$ cat src/rtl/i2c_irq_pkg.sv
package i2c_irq_pkg;
  localparam int unsigned FRAME_CLKS = 9;
  localparam int unsigned CNT_W      = $clog2(FRAME_CLKS + 1);

  typedef struct packed {
    logic start;
    logic stop;
    logic fall8;
    logic rise9;
    logic sda;
  } frame_evt_t;

  typedef struct packed {
    logic master;
    logic wait_en;
    logic ack_chk;
    logic al_ie;
    logic stop_mask;
  } irq_ctrl_t;

  typedef struct packed {
    logic arb_lost;
    logic addr_match;
    logic gcall;
    logic first_frame;
  } ext_evt_t;
endpackage

$ cat src/rtl/i2c_line_sync.sv
module i2c_line_sync #(
  parameter int unsigned STAGES = 2
) (
  input  logic clk_i,
  input  logic rst_ni,
  input  logic line_i,
  output logic lvl_o,
  output logic rise_o,
  output logic fall_o
);
  localparam int unsigned DEPTH = STAGES + 1;

  logic [DEPTH-1:0] chain_q;

  for (genvar g = 0; g < DEPTH; g++) begin : g_stage
    if (g == 0) begin : g_first
      always_ff @(posedge clk_i or negedge rst_ni) begin
        if (!rst_ni) chain_q[g] <= 1'b1;
        else         chain_q[g] <= line_i;
      end
    end else begin : g_next
      always_ff @(posedge clk_i or negedge rst_ni) begin
        if (!rst_ni) chain_q[g] <= 1'b1;
        else         chain_q[g] <= chain_q[g-1];
      end
    end
  end

  assign lvl_o  = chain_q[STAGES-1];
  assign rise_o = chain_q[STAGES-1] & ~chain_q[STAGES];
  assign fall_o = ~chain_q[STAGES-1] & chain_q[STAGES];
endmodule

$ cat src/rtl/i2c_frame_mon.sv
module i2c_frame_mon
  import i2c_irq_pkg::*;
(
  input  logic       clk_i,
  input  logic       rst_ni,
  input  logic       scl_lvl_i,
  input  logic       scl_rise_i,
  input  logic       scl_fall_i,
  input  logic       sda_lvl_i,
  input  logic       sda_rise_i,
  input  logic       sda_fall_i,
  output frame_evt_t evt_o,
  output logic [CNT_W-1:0] cnt_o
);
  localparam logic [CNT_W-1:0] LAST   = CNT_W'(FRAME_CLKS);
  localparam logic [CNT_W-1:0] PRE_LAST = CNT_W'(FRAME_CLKS - 1);

  logic             busy_q;
  logic [CNT_W-1:0] cnt_q;
  logic             start_c, stop_c;

  // SDA edges while SCL is high are bus conditions
  assign start_c = sda_fall_i & scl_lvl_i;
  assign stop_c  = sda_rise_i & scl_lvl_i;

  always_ff @(posedge clk_i or negedge rst_ni) begin
    if (!rst_ni) begin
      busy_q <= 1'b0;
    end else if (start_c) begin
      busy_q <= 1'b1;
    end else if (stop_c) begin
      busy_q <= 1'b0;
    end
  end

  always_ff @(posedge clk_i or negedge rst_ni) begin
    if (!rst_ni) begin
      cnt_q <= '0;
    end else if (start_c || stop_c) begin
      cnt_q <= '0;
    end else if (scl_rise_i && busy_q) begin
      cnt_q <= (cnt_q == LAST) ? CNT_W'(1) : cnt_q + CNT_W'(1);
    end
  end

  always_comb begin
    evt_o.start = start_c;
    evt_o.stop  = stop_c;
    evt_o.fall8 = scl_fall_i & busy_q & (cnt_q == PRE_LAST);
    evt_o.rise9 = scl_rise_i & busy_q & (cnt_q == PRE_LAST);
    evt_o.sda   = sda_lvl_i;
  end

  assign cnt_o = cnt_q;
endmodule

$ cat src/rtl/i2c_irq_evt.sv
module i2c_irq_evt
  import i2c_irq_pkg::*;
(
  input  logic       clk_i,
  input  logic       rst_ni,
  input  frame_evt_t fe_i,
  input  irq_ctrl_t  ctl_i,
  input  ext_evt_t   ext_i,
  input  logic       wr_en_i,
  input  logic       wr_flag_i,
  output logic       set_o,
  output logic       irq_o,
  output logic       ack_bit_o,
  output logic       stop_seen_o
);
  logic ff_pend_q, al_seen_q, slv_act_q;
  logic irq_q, ackb_q, stop_q;
  logic set_mst, set_slv, set_ack;
  logic addr_evt;

  assign addr_evt = ext_i.addr_match | ext_i.gcall;

  always_ff @(posedge clk_i or negedge rst_ni) begin
    if (!rst_ni) begin
      ff_pend_q <= 1'b0;
      al_seen_q <= 1'b0;
      slv_act_q <= 1'b0;
    end else begin
      if (ext_i.first_frame)  ff_pend_q <= 1'b1;
      else if (fe_i.start)    ff_pend_q <= 1'b0;

      if (ext_i.arb_lost)     al_seen_q <= 1'b1;
      else if (fe_i.stop)     al_seen_q <= 1'b0;

      if (fe_i.start || fe_i.stop)      slv_act_q <= 1'b0;
      else if (addr_evt && !ctl_i.master) slv_act_q <= 1'b1;
    end
  end

  always_comb begin
    set_mst = ctl_i.master & ((fe_i.start & ff_pend_q)
                            | (fe_i.fall8 & ctl_i.wait_en)
                            | fe_i.rise9
                            | (ext_i.arb_lost & ctl_i.al_ie));
    set_slv = ~ctl_i.master & ((fe_i.rise9 & slv_act_q)
                             | (fe_i.stop & ~ctl_i.stop_mask));
    set_ack = fe_i.rise9 & ctl_i.ack_chk & fe_i.sda;
    set_o   = set_mst | set_slv | set_ack | (al_seen_q & addr_evt);
  end

  always_ff @(posedge clk_i or negedge rst_ni) begin
    if (!rst_ni) begin
      irq_q  <= 1'b0;
      ackb_q <= 1'b0;
      stop_q <= 1'b0;
    end else begin
      // set has priority over a software clear
      if (set_o)                        irq_q <= 1'b1;
      else if (wr_en_i && !wr_flag_i)   irq_q <= 1'b0;

      if (fe_i.rise9) ackb_q <= fe_i.sda;

      if (fe_i.stop && !ctl_i.master) stop_q <= 1'b1;
      else if (fe_i.start)            stop_q <= 1'b0;
    end
  end

  assign irq_o       = irq_q;
  assign ack_bit_o   = ackb_q;
  assign stop_seen_o = stop_q;
endmodule

$ cat src/rtl/i2c_irq_flag.sv
module i2c_irq_flag
  import i2c_irq_pkg::*;
#(
  parameter int unsigned SYNC_STAGES = 2
) (
  input  logic clk_i,
  input  logic rst_ni,
  input  logic scl_i,
  input  logic sda_i,
  input  logic master_i,
  input  logic wait_en_i,
  input  logic ack_chk_i,
  input  logic al_ie_i,
  input  logic stop_mask_i,
  input  logic arb_lost_i,
  input  logic addr_match_i,
  input  logic gcall_i,
  input  logic first_frame_i,
  input  logic wr_en_i,
  input  logic wr_flag_i,
  output logic irq_o,
  output logic ack_bit_o,
  output logic stop_seen_o
);
  logic scl_lvl, scl_rise, scl_fall;
  logic sda_lvl, sda_rise, sda_fall;
  frame_evt_t fe;
  irq_ctrl_t  ctl;
  ext_evt_t   ext;
  logic [CNT_W-1:0] frame_cnt;
  logic set_evt;

  i2c_line_sync #(.STAGES(SYNC_STAGES)) u_scl_sync (
    .clk_i, .rst_ni, .line_i(scl_i),
    .lvl_o(scl_lvl), .rise_o(scl_rise), .fall_o(scl_fall)
  );

  i2c_line_sync #(.STAGES(SYNC_STAGES)) u_sda_sync (
    .clk_i, .rst_ni, .line_i(sda_i),
    .lvl_o(sda_lvl), .rise_o(sda_rise), .fall_o(sda_fall)
  );

  i2c_frame_mon u_mon (
    .clk_i, .rst_ni,
    .scl_lvl_i(scl_lvl), .scl_rise_i(scl_rise), .scl_fall_i(scl_fall),
    .sda_lvl_i(sda_lvl), .sda_rise_i(sda_rise), .sda_fall_i(sda_fall),
    .evt_o(fe), .cnt_o(frame_cnt)
  );

  always_comb begin
    ctl.master    = master_i;
    ctl.wait_en   = wait_en_i;
    ctl.ack_chk   = ack_chk_i;
    ctl.al_ie     = al_ie_i;
    ctl.stop_mask = stop_mask_i;
    ext.arb_lost    = arb_lost_i;
    ext.addr_match  = addr_match_i;
    ext.gcall       = gcall_i;
    ext.first_frame = first_frame_i;
  end

  i2c_irq_evt u_evt (
    .clk_i, .rst_ni,
    .fe_i(fe), .ctl_i(ctl), .ext_i(ext),
    .wr_en_i, .wr_flag_i,
    .set_o(set_evt),
    .irq_o, .ack_bit_o, .stop_seen_o
  );
endmodule

$ cat config.mk
export PLATFORM = sky130hd
export DESIGN_NAME = i2c_irq_flag
export DESIGN_NICKNAME = d
export VERILOG_FILES = /design/src/rtl/i2c_irq_pkg.sv /design/src/rtl/i2c_line_sync.sv /design/src/rtl/i2c_frame_mon.sv /design/src/rtl/i2c_irq_evt.sv /design/src/rtl/i2c_irq_flag.sv
export SDC_FILE = /design/constraint.sdc
export NUM_CORES = 1
export LEC_CHECK = 0
export BUFFER_PORTS_ARGS = -buffer_cell sky130_fd_sc_hd__buf_2
export CORE_AREA = 2 2 46 48
export CTS_CLUSTER_SIZE = 12
export DETAILED_ROUTE_END_ITERATION = 10
export DIE_AREA = 0 0 48 50
export HOLD_SLACK_MARGIN = 0.02
export PLACE_DENSITY_LB_ADDON = 0.15
export SLEW_MARGIN = 0
export SYNTH_ARGS = -nofsm -noshare
export SYNTH_HDL_FRONTEND = slang
export SYNTH_HIERARCHICAL = 1
export SYNTH_SLANG_ARGS = --single-unit
export TNS_END_PERCENT = 5
$ cat constraint.sdc
create_clock -name clk_i -period 2.1 [get_ports clk_i]
set_clock_uncertainty 0.15 [all_clocks]
set_input_delay 0.315 -clock clk_i [delete_from_list [all_inputs] [get_ports clk_i]]
set_output_delay 0.315 -clock clk_i [all_outputs]
set_load 0.03 [all_outputs]
Word level (Yosys, flattened, before mapping)
Cells that the tools add are included.

Add/subtract/negate cells: 1. Eq/ne operators: 2. Multiplexer cells: 13. Bitwise operators: 34. Reduce and logical (&&, ||, !) cells: 14.

Operator list (number): 1-bit AND (20); 2-bit nonzero test (7); 4-bit 2-to-1 mux (3); 1-bit 2-to-1 mux (10); 4-bit == test, second input constant (2); 1-bit bitwise OR (8); 1-bit inverter (6); 4-bit by 1-bit adder with 4-bit output, second input constant (1); 1-bit logical AND (4); 1-bit logical NOT (2); 1-bit logical OR (1).

Flip-flop bits (word level): 17. Output and inout bits: 3. Word-level logic and storage cells: 78.

Longest topological paths before layout
Depth after elaboration: 13. Gate-level depth with buffers: 7.

Hierarchy
The synthesis kept the hierarchy.

Modules (own cells, without submodules): i2c_frame_mon (instances 1, cells an instance 35, area each 321.6 um^2, sequential area each 125.1 um^2); i2c_irq_evt (instances 1, cells an instance 27, area each 290.3 um^2, sequential area each 150.1 um^2); i2c_line_sync (instances 2, cells an instance 5, area each 93.8 um^2, sequential area each 78.8 um^2).

Worst setup path before layout
OpenSTA, ideal clock, no wires.

Kind: register to register. Start point: register u_scl_sync.chain_q[1], in the netlist u_scl_sync/lvl_o. End point: register u_evt.irq_q, in the netlist u_evt/irq_o. Library setup time: 0.068 ns. Arrival time: 1.760 ns. Data required time: 1.882 ns. Setup slack: 0.122 ns. Cell stages (with the launch flop): 7. Path buffers: 0. Period minus slack after synthesis: 1.978 ns. Path through: dfstp_2 -> nor2b_1 -> nand2_1 -> nor4_1 -> a21oi_1 -> a32o_1 -> nand3_2.

RTL lines: start, declared (line i2c_line_sync.sv:13) `logic [DEPTH-1:0] chain_q;`; start signal, assigned by index (line i2c_line_sync.sv:24) `else chain_q[g] <= chain_q[g-1];`; end signal, assigned (line i2c_irq_evt.sv:53) `irq_q <= 1'b0;`; end signal, assigned (line i2c_irq_evt.sv:58) `if (set_o) irq_q <= 1'b1;`; end signal, assigned (line i2c_irq_evt.sv:59) `else if (wr_en_i && !wr_flag_i) irq_q <= 1'b0;`; end, declared (line i2c_irq_evt.sv:17) `logic irq_q, ackb_q, stop_q;`.

==> metrics.md <==
| Metric | Value |
|---|---|
| Status | `finished clean` |
| Worst vdd ir | `393 uV` |
| Setup TNS | `0 ns` |
| Largest register FFs | `4` |
| CP Capture Type | `flop` |
| TritonCTS clock tree | `built` |
| # IOs | `18` |
| DRC errors left | `0` |
| Worst path required time | `2.13 ns` |
| RSZ-0062 raised after global routing | `no` |
| Leakage | `0.426 nW` |
| Initial Util | `0.418` |
| Commonest non-fill, non-tap cell in the layout | `buf_2` |
| Peak fanout along the critical path | `6` |
| Critical path launch point type | `flop` |
| Initial DRT Pass Iterations | `4` |
| Placed cells | `113` |
| Sequential standard cell area | `433 um^2` |
| Routed WL | `1280 um` |
| Core ar. | `0.00190 mm^2` |
| Multi-input gate area in the final layout | `317 um^2` |
| Post-Syn Area | `796 um^2` |
| Syn avg cell area | `11.2 um^2` |
| Antenna Violating Nets Remaining | `0` |
| Clock Pin Slew Worst Setup and Hold Paths | `0.10 ns` |
| First-pass GRT wire length | `2070 um` |
| P per Cell Area | `668 mW/mm^2` |
| Post-DP Area | `902 um^2` |
| Worst Slack Setup Final | `0.353 ns` |
| Largest net degree at the start of global routing | `18` |
| Switching Share | `0.267` |
| Comb power frac | `0.130` |
| Initial antenna violation count | `0` |
| Finished Layout Cells | `120` |
| Htree depth | `1` |
| Setup Crit Path Kind | `reg2reg` |
| Fmax | `572 MHz` |
| Total power | `0.643 mW` |
| PortBufs | `17` |
| YS warnings | `6` |
| # rows | `16` |
| Root Buffer | `clkbuf_4` |
| Fraction of layout cells with a size suffix above 1 | `0.409` |
| Max Buffers Root-to-Sink | `2` |
| Final hold vios | `0` |
| Number of global-route vias before repair | `492` |
| CTS resizes | `0` |
| Gpl congestion | `0.767` |
| Gr usage total | `0.127` |
| Ant. Diodes | `0` |
| Cells after synthesis | `71` |
| GRT overflow | `0` |
| Max-slew violations | `0` |
| Max-Cap Viols | `0` |
| Initial detailed-routing violation count | `4` |
| Drt via density | `4.81` |
| Internal power | `0.471 mW` |
| Worst EP arrival | `1.78 ns` |
| Slew @ Worst Pin | `0.375 ns` |
| Die X | `48 um` |
| Max transition margin | `0.750` |
| Die area | `0.00240 mm^2` |
| Clock buffer count from CTS | `3` |
| Hold Crit Class | `in2reg` |
| Routed WL per cell | `10.7 um` |
| Area growth syn-to-layout | `20.9%` |
| Final period util | `0.832` |
| # setup viols final | `0` |
| Fillers | `176` |
| Dpl hpwl | `974 um` |
| Post-route cell area | `962 um^2` |
| Postcts setup bufs | `0` |
| Final net count | `109` |
| Place WS | `0.346 ns` |
| Reg power frac | `0.594` |
| Clock share of power | `0.275` |
| Vias | `577` |
| Clock Latency Late Sink | `0.29 ns` |
| Die height | `50 um` |
| Most frequent cells in the layout | `buf_2 (17), dfrtp_1 (11), dfstp_2 (6)` |
| Final worst path period need | `1.75 ns` |
| Syn nets | `86` |
| Total clock sinks | `17` |
| Psw | `0.172 mW` |
## through the flow
| stage | hold WS (ns) | utilization |
|---|---|---|
| 2_1_floorplan | -0.131 | - |
| 3_3_place_gp | 0.108 | 0.474 |
| 3_5_place_dp | 0.102 | 0.474 |
| 4_1_cts | 0.0389 | 0.506 |
| 5_1_grt | 0.0309 | 0.506 |
| 6_report | 0.0480 | 0.506 |
## critical path, cell delays in order, from the launching register on
cell and delay [ns]:
dfstp_2 0.57, nor2b_1 0.17, nand2_1 0.07, nor4_1 0.18
buf_4 0.18, mux2_1 0.31
## power by group through the flow
stage | combinational, mW | clock [mW] | sequential [mW]
after global routing | 0.0937 | 0.205 | 0.388
after global placement | 0.0805 | 0 | 0.389
after CTS | 0.0852 | 0.189 | 0.382
final | 0.0839 | 0.177 | 0.382
after floorplan | 0.0519 | 0 | 0.387
after detailed placement | 0.0805 | 0 | 0.388
## metal layers
metal,wire length (um),vias to the layer above,track usage
met3,82,2,0.0659
met1,609,262,0.148
met4,12,0,0.0541
li1,-,293,-
met2,576,20,0.189
met5,0,-,0
## area by class of cell
class | count | share of cell area
Clock inverter | 1 | 0.00780
Sequential cell | 17 | 0.450
Multi-Input combinational cell | 45 | 0.329
Timing Repair Buffer | 22 | 0.135
Inverter | 5 | 0.0195
Clock buffer | 3 | 0.0234
Tap cell | 27 | 0.0351
## final timing paths
kind                                       start  slack (ns)               endpoint  cells past startpoint
setup reg to reg                u_scl_sync/lvl_o        0.35        u_evt/ack_bit_o                      5
setup / recovery                u_scl_sync/lvl_o        0.35        u_evt/ack_bit_o                      5
hold / removal                     first_frame_i        0.05        u_evt/ff_pend_q                      2
hold reg to reg            u_scl_sync/chain_q[0]        0.21       u_scl_sync/lvl_o                      0
min in group asynchronous                 rst_ni        0.31         u_mon/cnt_o[2]                      2
max in group asynchronous                 rst_ni        1.18  u_sda_sync/chain_q[0]                      2
## what timing repair did
action | 4_1_cts | 5_1_grt
hold endpoints to repair | 13 | 0
setup endpoints to repair | 0 | 0
hold buffers | 3 | 0
No activity file was read; power rests on OpenSTA's default activity.
